===== config.mk =====
export PLATFORM = sky130hd
export DESIGN_NAME = ref_ratio_detect
export DESIGN_NICKNAME = d
export VERILOG_FILES = /design/src/rtl/rcd_pkg.sv /design/src/rtl/rcd_edge_sync.sv /design/src/rtl/rcd_window_counter.sv /design/src/rtl/rcd_band_filter.sv /design/src/rtl/ref_ratio_detect.sv
export SDC_FILE = /design/constraint.sdc
export NUM_CORES = 1
export LEC_CHECK = 0
export ABC_AREA = 1
export BUFFER_PORTS_ARGS = -buffer_cell sky130_fd_sc_hd__buf_4
export CELL_PAD_IN_SITES_DETAIL_PLACEMENT = 0
export CELL_PAD_IN_SITES_GLOBAL_PLACEMENT = 2
export CORE_MARGIN = 3
export CORE_UTILIZATION = 36
export CTS_CLUSTER_DIAMETER = 200
export DETAILED_ROUTE_END_ITERATION = 8
export PLACE_DENSITY = 0.73
export SLEW_MARGIN = 20
export SYNTH_ARGS = -nofsm -noshare
export SYNTH_HDL_FRONTEND = slang
export SYNTH_SLANG_ARGS = --single-unit

===== constraint.sdc =====
create_clock -name clk -period 2 [get_ports clk]
set_input_delay 0.1 -clock clk [delete_from_list [all_inputs] [get_ports clk]]
set_output_delay 0.1 -clock clk [all_outputs]
set_load 0.05 [all_outputs]

===== src/rtl/rcd_pkg.sv =====
package rcd_pkg;

    // Widest window edge count carried between stages
    localparam int MEAS_CNT_W = 16;

    typedef enum logic [1:0] {
        SEL_DIV16  = 2'b00,
        SEL_DIV32  = 2'b01,
        SEL_DIV128 = 2'b10,
        SEL_NONE   = 2'b11
    } ratio_sel_e;

    typedef struct packed {
        logic                  done;
        logic [MEAS_CNT_W-1:0] edges;
    } meas_s;

    typedef struct packed {
        ratio_sel_e sel;
        logic       valid;
        logic       active;
    } status_s;

    // Edge-count boundary for a ratio of sqrt(16*32) ~= 22.627
    function automatic int upper_threshold(int osc_per_win);
        longint scaled;
        scaled = longint'(osc_per_win) * 64'sd1000;
        return int'(scaled / 64'sd22627);
    endfunction

    // Edge-count boundary for a ratio of sqrt(32*128) = 64
    function automatic int lower_threshold(int osc_per_win);
        return osc_per_win / 64;
    endfunction

    function automatic ratio_sel_e classify(logic [MEAS_CNT_W-1:0] edges, int hi, int lo);
        int n;
        n = int'(edges);
        if (n == 0)       return SEL_NONE;
        else if (n > hi)  return SEL_DIV16;
        else if (n > lo)  return SEL_DIV32;
        else              return SEL_DIV128;
    endfunction

endpackage


===== src/rtl/rcd_edge_sync.sv =====
module rcd_edge_sync #(
    parameter int STAGES = 2
) (
    input  logic clk,
    input  logic rst,
    input  logic ref_clk,
    output logic rise
);
    logic [STAGES-1:0] chain_q;
    logic              hist_q;

    always_ff @(posedge clk) begin
        if (rst) chain_q[0] <= 1'b0;
        else     chain_q[0] <= ref_clk;
    end

    for (genvar g = 1; g < STAGES; g++) begin : g_stage
        always_ff @(posedge clk) begin
            if (rst) chain_q[g] <= 1'b0;
            else     chain_q[g] <= chain_q[g-1];
        end
    end

    always_ff @(posedge clk) begin
        if (rst) hist_q <= 1'b0;
        else     hist_q <= chain_q[STAGES-1];
    end

    assign rise = chain_q[STAGES-1] & ~hist_q;
endmodule


===== src/rtl/rcd_window_counter.sv =====
module rcd_window_counter
    import rcd_pkg::*;
#(
    parameter int WIN_CYCLES = 256
) (
    input  logic  clk,
    input  logic  rst,
    input  logic  rise,
    output meas_s meas
);
    localparam int TW = (WIN_CYCLES > 1) ? $clog2(WIN_CYCLES) : 1;
    localparam int CW = $clog2(WIN_CYCLES + 1);

    logic [TW-1:0] tick_q;
    logic [CW-1:0] acc_q;
    logic [CW-1:0] acc_next;
    logic          last_tick;
    meas_s         meas_q;

    assign last_tick = (tick_q == TW'(WIN_CYCLES - 1));
    assign acc_next  = acc_q + CW'(rise);

    always_ff @(posedge clk) begin
        if (rst) begin
            tick_q <= '0;
            acc_q  <= '0;
            meas_q <= '0;
        end else begin
            meas_q.done <= last_tick;
            if (last_tick) begin
                tick_q       <= '0;
                acc_q        <= '0;
                meas_q.edges <= MEAS_CNT_W'(acc_next);
            end else begin
                tick_q <= tick_q + 1'b1;
                acc_q  <= acc_next;
            end
        end
    end

    assign meas = meas_q;
endmodule


===== src/rtl/rcd_band_filter.sv =====
module rcd_band_filter
    import rcd_pkg::*;
#(
    parameter int HI_THR = 45,
    parameter int LO_THR = 16
) (
    input  logic    clk,
    input  logic    rst,
    input  meas_s   meas,
    output status_s status
);
    ratio_sel_e cand_q;
    ratio_sel_e verdict;
    status_s    stat_q;

    always_comb verdict = classify(meas.edges, HI_THR, LO_THR);

    always_ff @(posedge clk) begin
        if (rst) begin
            cand_q <= SEL_NONE;
            stat_q <= '{sel: SEL_NONE, valid: 1'b0, active: 1'b0};
        end else if (meas.done) begin
            cand_q <= verdict;
            if (verdict == SEL_NONE) begin
                stat_q.sel    <= SEL_NONE;
                stat_q.valid  <= 1'b0;
                stat_q.active <= 1'b0;
            end else begin
                stat_q.active <= 1'b1;
                if (verdict == cand_q) begin
                    stat_q.sel   <= verdict;
                    stat_q.valid <= 1'b1;
                end
            end
        end
    end

    assign status = stat_q;
endmodule


===== src/rtl/ref_ratio_detect.sv =====
module ref_ratio_detect
    import rcd_pkg::*;
#(
    parameter int WIN_CYCLES  = 256,
    parameter int MEAS_DIV    = 4,
    parameter int SYNC_STAGES = 2
) (
    input  logic       clk,
    input  logic       rst,
    input  logic       ref_clk,
    output logic [1:0] ratio_sel,
    output logic       ratio_valid,
    output logic       ref_active
);
    localparam int OSC_PER_WIN = WIN_CYCLES * MEAS_DIV;
    localparam int HI_THR      = upper_threshold(OSC_PER_WIN);
    localparam int LO_THR      = lower_threshold(OSC_PER_WIN);

    logic    rise_w;
    meas_s   meas_w;
    status_s stat_w;

    rcd_edge_sync #(.STAGES(SYNC_STAGES)) sync_i (
        .clk     (clk),
        .rst     (rst),
        .ref_clk (ref_clk),
        .rise    (rise_w)
    );

    rcd_window_counter #(.WIN_CYCLES(WIN_CYCLES)) win_i (
        .clk  (clk),
        .rst  (rst),
        .rise (rise_w),
        .meas (meas_w)
    );

    rcd_band_filter #(.HI_THR(HI_THR), .LO_THR(LO_THR)) filt_i (
        .clk    (clk),
        .rst    (rst),
        .meas   (meas_w),
        .status (stat_w)
    );

    assign ratio_sel   = stat_w.sel;
    assign ratio_valid = stat_w.valid;
    assign ref_active  = stat_w.active;
endmodule


==> results of run 1 <==
==> per-stage QoR <==
step           area [sq um]  hold slack, ps  power [uW]
2_1_floorplan          1469           207.0       770.3
3_3_place_gp           1556           309.5       779.8
3_5_place_dp           1556           316.8       780.5
4_1_cts                1647           15.15        1306
5_1_grt                1647           10.21        1339
6_report               1647           34.74        1281
==> cells in the mapped netlist <==
master    count  area, sq um
buf_2         2        10.01
xnor2_1       4        35.03
nor3b_2       1        12.51
inv_2         2        7.510
o21ai_2       4        35.03
xor2_1        6        52.55
ha_1          3        37.54
clkbuf_1      1        3.750
nand4_4       1        21.27
nand2_1      25        93.84
inv_1        22        82.58
or2_1         1        6.260
nor3_1        1        5.000
o21bai_1      1        7.510
nand3_1      12        60.06
nor2_1       31        116.4
o22ai_2       5        62.56
nand4_1       4        25.02
nor2_4        1        11.26
dfxtp_1      36        720.7
o21ai_0       2        10.01
nand2_2       1        6.260
nor3b_1       2        15.01
buf_6         1        11.26
a21oi_1       4        20.02
==> worst paths after layout <==
kind	cells after the start	slack, ps	end
worst max-delay path	10	340	win_i.meas[8]$_SDFFE_PP0P_
worst min-delay path	3	30	sync_i.chain_q[0]$_SDFF_PP0_
worst max register to register	10	340	win_i.meas[8]$_SDFFE_PP0P_
worst min register to register	2	400	sync_i.chain_q[1]$_SDFF_PP0_
==> sequential cells by signal (all words and copies together), names as in the netlist <==
signal	count
win_i.meas	10
filt_i.cand_q	2
sync_i.chain_q	2
filt_i.status	4
sync_i.hist_q	1
win_i.tick_q	8
win_i.acc_q	9
==> critical path, delay by kind of cell, from the launching register on <==
kind	cells	cell delay [ps]
AND/OR/NAND/NOR	4	560
adder cells (fa/ha/maj)	2	350
flip-flops	1	310
buffers and inverters	2	130
XOR/XNOR	1	130
AO/OA/AOI/OAI	1	60
==> metal layers <==
layer / wire length, um / vias to the layer above
met5: 0 / -
met4: 32 / 0
met3: 112 / 4
met2: 1181 / 12
met1: 1081 / 478
li1: - / 564
==> cell type report <==
cell class	instances	share of cell area, %
Tap cell	48	3.647
Multi-Input combinational cell	109	38.45
Clock buffer	8	5.471
Inverter	24	5.471
Sequential cell	36	43.77
Timing Repair Buffer	7	3.191
==> where the power goes <==
| group | leakage, uW | internal [uW] | total [uW] | switching, uW |
|---|---|---|---|---|
| registers | 0.000291 | 726 | 730 | 4.13 |
| logic | 0.000377 | 11.7 | 33.2 | 21.5 |
| clock network | 0.0000455 | 281 | 518 | 237 |
| total | 0.000713 | 1020 | 1280 | 263 |
==> cells by family (layout without fill, tap and decap cells) <==
| family | Yosys count | after routing | synth area share (%) |
|---|---|---|---|
| and+or+nand+nor | 80 | 80 | 25.38 |
| DFF | 36 | 36 | 49.06 |
| buffers and inverters | 28 | 39 | 7.836 |
| AOI/OAI and AO/OA | 16 | 16 | 9.199 |
| xor gates and xnor gates | 10 | 10 | 5.962 |
| adders and majority gates | 3 | 3 | 2.556 |
==> results.md, run 1 <==
* Status: complete, no violations
* Via count of the first global-routing pass at 1045
* DIE AREA at 4883 sq um
* Required time worst endpoint at 2150 ps
* H-tree depth at 2
* Footprint of the multi-input gates at 633.1 sq um
* Max stage delay cell, worst path: dfxtp_1
* Max incr delay on CP at 310 ps
* Setup Fix Bufs, Post-CTS at 0
* Final period util at 83.15%
* PwrDens at 778.0 nW/um^2
* GR Overflow Total at 0
* Syn-to-layout area delta at 12.10%
* Peak supply drop at 0.3723 mV
* IO Count at 7
* Min setup slack post-route at 337.1 ps
* Number of fill cells at 393
* Syn Nets at 179
* Root Buffer: clkbuf_8
* Hold_sp: ref_clk
* Setup tns final at 0 ps
* Tot GR Track Use at 11.18%
* Min-Delay Path Class: in2reg
* RSZ-0062 raised after global routing: false
* Post-Layout Cell Count at 232
* Initial core utilization at 38.67%
* Total CTS buffers at 5
* Chip Height at 69.88 um
* MaxCap Viol Count at 0
* Total number of vias at 1058
* Reg clk slew, reported paths at 70 ps
* Tmin final at 1663 ps
* Fin util at 43.35%
* Yosys warns at 0
* Static Leak at 0.0007133 uW
* Routed Antenna Nets at 0
* PostCTS Resize Cnt at 0
* Top Usage Layer GRT: met2
* Chip width at 69.88 um
* # rows at 22
* CTS tree: yes
* Vias per cell at 4.560
* Final setup viols at 0
* Synthesized flop and latch total at 36
* DRT Wirelength at 2409 um
* Rel. slew slack at 66.83%
* Most frequent cells in the layout: 36 x dfxtp_1, 31 x nor2_1, 25 x nand2_1
* DP Worst Slack at 323.0 ps
* Commonest non-fill, non-tap cell in the layout: dfxtp_1
* Met3 usage at 4.029%
* Maximum fanout along the worst path at 2
* First-pass GRT wire length at 4202 um
* Core Footprint at 3799 sq um
* Initial antenna violation count at 0
* Fin. Hold Viols at 0
* Setup Skew at 7.438 ps
* Startpoint types: flop
* CTS sink cnt at 36
* Reg2Reg Launch Point: sync_i.chain_q[1]$_SDFF_PP0_
* Arrival @ worst endpoint at 1810 ps
* Post-synth cell types at 25
* Drt drc at 0
* CTS Buffer Depth at 2
* Actual slew at the worst max-slew pin at 497.6 ps
* Crit-path cells: inv_1, nor2_1, ha_1, ha_1, nand3_1, nor3b_2, nand3_1, xnor2_1, inv_1, o22ai_2
* Register Area at 720.7 sq um
* IO buf count at 6
* Max-slew violation count at 0
* Seq/Total Area, Yosys at 49.06%
* Global Route met1 Usage at 12.16%
* Clk Latency, worst-skew pair at 280 ps
* Nets at 189
* Share of post-route cells with drive strength above 1 at 15.22%
* Worst Setup SP: sync_i.chain_q[1]$_SDFF_PP0_
* DP Wirelength at 1838 um
* Syn avg cell area at 8.491 sq um
* Crit path kind: reg2reg
* Drt first pass iters at 4
* Syn Inst Count at 173
* Hold Buf Count CTS at 0
* Global Route met2 Usage at 18.36%
* Placed insts at 224
* Largest net degree at the start of global routing at 22
* Routability cong. at 0.7379
* Setup crit end kind: flop
* Peak Freq at 0.6014 GHz
* Iter 0 DRT Violations at 54
* Routed len/inst at 10.38 um
* N_diodes at 0
* Cell Area, Synth at 1469 sq um
(Power assumes the default switching activity.)
==> inputs of run 2 (changes only) <==
--- a/config.mk
+++ b/config.mk
@@ -5,15 +5,15 @@
 export SDC_FILE = /design/constraint.sdc
 export NUM_CORES = 1
 export LEC_CHECK = 0
-export ABC_AREA = 1
+export ABC_AREA = 0
 export BUFFER_PORTS_ARGS = -buffer_cell sky130_fd_sc_hd__buf_4
 export CELL_PAD_IN_SITES_DETAIL_PLACEMENT = 0
 export CELL_PAD_IN_SITES_GLOBAL_PLACEMENT = 2
 export CORE_MARGIN = 3
-export CORE_UTILIZATION = 36
+export CORE_UTILIZATION = 37
 export CTS_CLUSTER_DIAMETER = 200
 export DETAILED_ROUTE_END_ITERATION = 8
-export PLACE_DENSITY = 0.73
+export PLACE_DENSITY = 0.72
 export SLEW_MARGIN = 20
 export SYNTH_ARGS = -nofsm -noshare
 export SYNTH_HDL_FRONTEND = slang
==> constraint.sdc (replaced) <==
create_clock -name clk -period 1.6 [get_ports clk]
set_input_delay 0.08 -clock clk [delete_from_list [all_inputs] [get_ports clk]]
set_output_delay 0.08 -clock clk [all_outputs]
set_load 0.05 [all_outputs]
==> results.md, run 2 <==
* Syn Inst Count at 154
* Syn-to-layout area delta at 32.33%
* Setup Skew at 3.329 ps
* Hold path depth at 2
* Fin. Hold Viols at 0
* Hold endpoint: sync_i.chain_q[0]$_SDFF_PP0_
* Nets at 187
* Chip width at 68.80 um
* Vias per cell at 4.857
* Arrival @ worst endpoint at 2000 ps
* CTS tree: yes
* Peak Freq at 0.5487 GHz
* Actual slew at the worst max-slew pin at 408.9 ps
* Post-Layout Cell Count at 230
* Final period util at 113.9%
* Core Footprint at 3744 sq um
* Peak supply drop at 0.6577 mV
* Initial antenna violation count at 0
* Final Total Pwr at 1605 uW
* Tmin final at 1823 ps
* Top cells by count, synth: 36 x dfxtp_1, 31 x nor2_1, 9 x nand3_1
* Commonest non-fill, non-tap cell in the layout: dfxtp_1
* Failing checks: setup timing
* Hold_sp: ref_clk
* Reg2Reg Launch Point: win_i.meas[5]$_SDFFE_PP0P_
* PwrDens at 831.2 nW/um^2
* CTS Buffer Depth at 2
* Syn Nets at 160
* Startpoint types: flop
* Final setup viols at 4
* Crit path kind: reg2reg
* Reg2Reg Setup Slack at -220 ps
* Most frequent cells in the layout: 31 x dfxtp_1, 28 x nor2_1, 25 x buf_4
* Max reg flops at 10
* Iter 0 DRT Violations at 45
* Drt drc at 0
* # rows at 22
* Total number of vias at 1117
* Status: complete, but fails checks
* Maximum fanout along the worst path at 5
* DP Worst Slack at -172.1 ps
* R2r endpoint: filt_i.status[1]$_SDFFE_PP0P_
* Most common flop cell mapped by yosys: dfxtp_1
* Tot GR Track Use at 13.40%
* Synthesized flop and latch total at 36
* DIE AREA at 4733 sq um
* Seq/Total Area, Yosys at 49.40%
* H-tree depth at 2
* Most area-hungry cell type in the Yosys netlist: dfxtp_1
* Routed len/inst at 11.91 um
* Min setup slack post-route at -222.5 ps
* Hold Buf Count CTS at 0
* DP Wirelength at 2008 um
* FF-to-FF path depth at 6
* Chip Height at 68.80 um
* Fin util at 51.57%
* Most common cell in the netlist: dfxtp_1
* Worst Setup SP: win_i.meas[5]$_SDFFE_PP0P_
* Max-slew violation count at 0
* IO buf count at 6
* Yosys warns at 0
* FFs w/ async S/R, synth at 0%
* Post-synth EDFFs at 0
* Routed Antenna Nets at 0
* MaxCap Viol Count at 0
* Rel. slew slack at 72.69%
* Total CTS buffers at 5
* Root Buffer: clkbuf_8
* N_diodes at 0
* Via count of the first global-routing pass at 1074
* Reg clk slew, reported paths at 70 ps
* IO Count at 7
* Routability cong. at 0.8131
* Post-synth top area share at 49.40%
* Initial core utilization at 38.97%
* Clk Latency, worst-skew pair at 280 ps
* Hold slack at 27.31 ps
* Share of post-route cells with drive strength above 1 at 36.26%
* Required time worst endpoint at 1780 ps
* Setup crit end kind: flop
* Syn avg cell area at 9.473 sq um
* RSZ-0062 raised after global routing: true
* Largest net degree at the start of global routing at 20
* Drt first pass iters at 3
* First-pass GRT wire length at 4678 um
* Static Leak at 0.0007229 uW
* Placed insts at 219
* GR Overflow Total at 0
* Post-synth cell types at 34
* CTS sink cnt at 36
* Top cells by area, synth: dfxtp_1 49%, nor2_1 8.0%, xnor2_1 4.2%, xor2_1 4.2%, a211oi_1 3.6%
* Min-Delay Path Class: in2reg
* Cell Area, Synth at 1459 sq um
* DRT Wirelength at 2740 um
## run 2: cell count changes after synthesis, sizes merged, moves of 5 or more
cell	previous run	this run
inv	24	2
nand2	26	8
a211oi	0	7
nor2b	0	6
and2	0	5
nor4	0	5
o22ai	5	0
## run 2: cells by family after synthesis
| kind of cell | synth area share, % |
|---|---|
| compound gates | 8.833 |
| xor+xnor | 8.405 |
| buf+inv | 2.487 |
| flops | 49.40 |
| fa+ha+maj | 2.573 |
| simple gates | 26.93 |
| mux | 1.372 |
## run 2: metrics by stage
stage	instance area (sq um)	setup TNS (ps)
2_1_floorplan	1516	-134.9
3_3_place_gp	1720	-357.9
3_5_place_dp	1720	-508.4
4_1_cts	1843	-513.3
5_1_grt	1931	-1189
6_report	1931	-603.2
## run 2: worst max path at each step
stage / cells past startpoint / to / slack (ps)
global placement: 5 / filt_i.status[3]$_SDFFE_PP1P_ / -120
global route: 5 / filt_i.status[3]$_SDFFE_PP1P_ / -330
floorplan: 5 / filt_i.status[2]$_SDFFE_PP1P_ / -60
detailed placement: 5 / filt_i.status[3]$_SDFFE_PP1P_ / -170
CTS: 5 / filt_i.status[3]$_SDFFE_PP1P_ / -180
finish: 6 / filt_i.status[1]$_SDFFE_PP0P_ / -220
## run 2: repair_timing
| action | CTS | global route |
|---|---|---|
| endpoints found under the setup margin | 7 | 21 |
| gates cloned | 0 | 0 |
| pin swaps | 2 | 15 |
| gates resized for setup | 7 | 16 |
| hold endpoints to repair | 0 | 0 |
| setup buffers | 1 | 2 |
## run 2: where the power goes
group | leakage (uW) | total [uW] | switching [uW] | internal (uW)
logic | 0.000379 | 42.2 | 23.2 | 19.1
clock network | 0.0000510 | 645 | 302 | 343
registers | 0.000293 | 918 | 9.37 | 908
## run 2: final cells by class
cell class / count / area, sq um
Clock buffer: 6 / 82.58
Clock inverter: 2 / 10.01
Fill cell: 385 / 1813
Inverter: 2 / 7.507
Multi-Input combinational cell: 110 / 835.8
Sequential cell: 36 / 726.9
Tap cell: 48 / 60.06
Timing Repair Buffer: 26 / 207.7
## run 2: per-layer routing
| metal | vias to the layer above | routed length, um | global-route usage [%] |
|---|---|---|---|
| li1 | 578 | - | - |
| met1 | 528 | 1315 | 17.20 |
| met5 | - | 0 | 0 |
| met4 | 0 | 31 | 3.650 |
| met3 | 4 | 79 | 4.862 |
| met2 | 7 | 1314 | 21.22 |
## run 2: worst max-delay path: stages (launching register included)
cell	delay (ps)
dfxtp_2	330
or4_4	570
and4_4	180
nor4_4	290
buf_4	170
nor2b_1	40
o21a_1	160
==> inputs of run 3 (changes only) <==
--- a/config.mk
+++ b/config.mk
@@ -13,6 +13,7 @@
 export CORE_UTILIZATION = 37
 export CTS_CLUSTER_DIAMETER = 200
 export DETAILED_ROUTE_END_ITERATION = 8
+export HOLD_SLACK_MARGIN = 0.12
 export PLACE_DENSITY = 0.72
 export SLEW_MARGIN = 20
 export SYNTH_ARGS = -nofsm -noshare
==> constraint.sdc (replaced) <==
create_clock -name clk -period 2.05 [get_ports clk]
set_input_delay 0.1025 -clock clk [delete_from_list [all_inputs] [get_ports clk]]
set_output_delay 0.1025 -clock clk [all_outputs]
set_load 0.05 [all_outputs]
==> results.md, run 3 (synthesis results as in run 2) <==
* MaxCap Viol Count at 0
* Placed instance area at 1565 sq um
* Status: complete, no violations
* Core Footprint at 3744 sq um
* Setup Skew at 3.279 ps
* Reg2Reg Launch Point: win_i.meas[8]$_SDFFE_PP0P_
* Post-route cell area at 1653 sq um
* Vias per cell at 4.850
* Routed len/inst at 11.93 um
* Tot GR Track Use at 13.14%
* Peak Freq at 0.5510 GHz
* # rows at 22
* Fin. Hold Viols at 0
* CTS sink cnt at 36
* R2r endpoint: filt_i.status[3]$_SDFFE_PP1P_
* RSZ-0062 raised after global routing: false
* Drt first pass iters at 4
* Initial antenna violation count at 0
* Hold path depth at 2
* Reg2Reg Setup Slack at 240 ps
* Total number of vias at 1038
* Hold endpoint: win_i.meas[3]$_SDFFE_PP0P_
* Syn-to-layout area delta at 13.29%
* Iter 0 DRT Violations at 22
* Arrival @ worst endpoint at 1980 ps
* Tmin final at 1815 ps
* Min-Delay Path Class: in2reg
* CTS Buffer Depth at 2
* Actual slew at the worst max-slew pin at 402.8 ps
* DRT Wirelength at 2552 um
* Routed Antenna Nets at 0
* Via count of the first global-routing pass at 1012
* Largest net degree at the start of global routing at 20
* Static Leak at 0.0006186 uW
* Chip width at 68.80 um
* Setup Fix Bufs, Post-CTS at 0
* Clk Latency, worst-skew pair at 280 ps
* PwrDens at 727.7 nW/um^2
* Hold_sp: rst
* N_diodes at 0
* Final setup viols at 0
* Drt drc at 0
* Nets at 172
* Routability cong. at 0.7281
* DP Wirelength at 1954 um
* Chip Height at 68.80 um
* Crit path kind: reg2reg
* Required time worst endpoint at 2210 ps
* GR Overflow Total at 0
* FF-to-FF path depth at 5
* Rel. slew slack at 72.90%
* IO buf count at 6
* Most frequent cells in the layout: 36 x dfxtp_1, 31 x nor2_1, 10 x buf_4
* Peak supply drop at 0.3904 mV
* Max-slew violation count at 0
* Number of fill cells at 370
* Total CTS buffers at 5
* Max reg flops at 10
* CTS tree: yes
* First-pass GRT wire length at 4540 um
* Setup tns final at 0 ps
* Share of post-route cells with drive strength above 1 at 13.25%
* IO Count at 7
* DIE AREA at 4733 sq um
* Setup crit end kind: flop
* Commonest non-fill, non-tap cell in the layout: dfxtp_1
* Final period util at 88.53%
* H-tree depth at 2
* Startpoint types: flop
* Initial core utilization at 38.97%
* Maximum fanout along the worst path at 5
* Root Buffer: clkbuf_8
* Reg clk slew, reported paths at 70 ps
==> run 3: cell types whose count changed in the layout (fill, tap and decap cells not counted), sizes merged <==
cell	delta
dlygate4sd3	+1
clkinv	-1
buf	-16
==> run 3: critical path: stages, from the launching register on <==
cell,delay (ps)
dfxtp_1,330
or4_4,560
and4_4,210
nor4_4,290
nor3b_1,230
o31ai_1,80
==> run 3: power breakdown <==
group          internal (uW)  switching, uW
logic                   13.6           17.2
registers                708           5.53
clock network            231            228
==> run 3: cell type report <==
class | count | area (sq um) | share of cell area (%)
Sequential cell | 36 | 720.7 | 43.60
Timing Repair Buffer | 11 | 85.08 | 5.148
Clock buffer | 6 | 72.57 | 4.391
Clock inverter | 1 | 5.005 | 0.3028
Inverter | 2 | 7.507 | 0.4542
Multi-Input combinational cell | 110 | 701.9 | 42.47
Tap cell | 48 | 60.06 | 3.634
==> run 3: through the flow <==
stage | instances | total power (uW) | setup slack, ps | utilization, % | hold slack, ps
final | 214 | 1203 | 235.1 | 44.15 | 143.9
after global routing | 214 | 1267 | 71.76 | 44.15 | 157.4
after CTS | 214 | 1226 | 216.8 | 44.15 | 142.9
after detailed placement | 206 | 759.7 | 229.5 | 41.81 | 322.3
after global placement | 206 | 757.9 | 273.0 | 41.81 | 314.5
after floorplan | 154 | 749.8 | 328.2 | - | 230.7
==> run 3: routing by layer <==
layer  vias up  track usage, %  part of all wire, %
met2         9           21.33                   46
met5         -               0                    0
met3         2           3.890                  3.4
met1       475           16.00                   50
li1        552               -                    -
met4         0           5.839                 0.74
==> run 3: worst max-delay path by stage <==
stage | start | endpoint | slack (ps) | cells past startpoint
finish | win_i.meas[8]$_SDFFE_PP0P_ | filt_i.status[3]$_SDFFE_PP1P_ | 240 | 5
global route | sync_i.chain_q[1]$_SDFF_PP0_ | win_i.meas[8]$_SDFFE_PP0P_ | 70 | 8
CTS | win_i.meas[8]$_SDFFE_PP0P_ | filt_i.status[3]$_SDFFE_PP1P_ | 220 | 5
detailed placement | win_i.meas[8]$_SDFFE_PP0P_ | filt_i.status[3]$_SDFFE_PP1P_ | 230 | 5
global placement | win_i.meas[8]$_SDFFE_PP0P_ | filt_i.status[3]$_SDFFE_PP1P_ | 270 | 5
floorplan | win_i.meas[8]$_SDFFE_PP0P_ | filt_i.status[2]$_SDFFE_PP1P_ | 330 | 5
==> run 3: repair_timing <==
action | 4_1_cts | 5_1_grt
resized for setup | 0 | 0
hold buffers | 1 | 0
hold endpoints to repair | 1 | 0
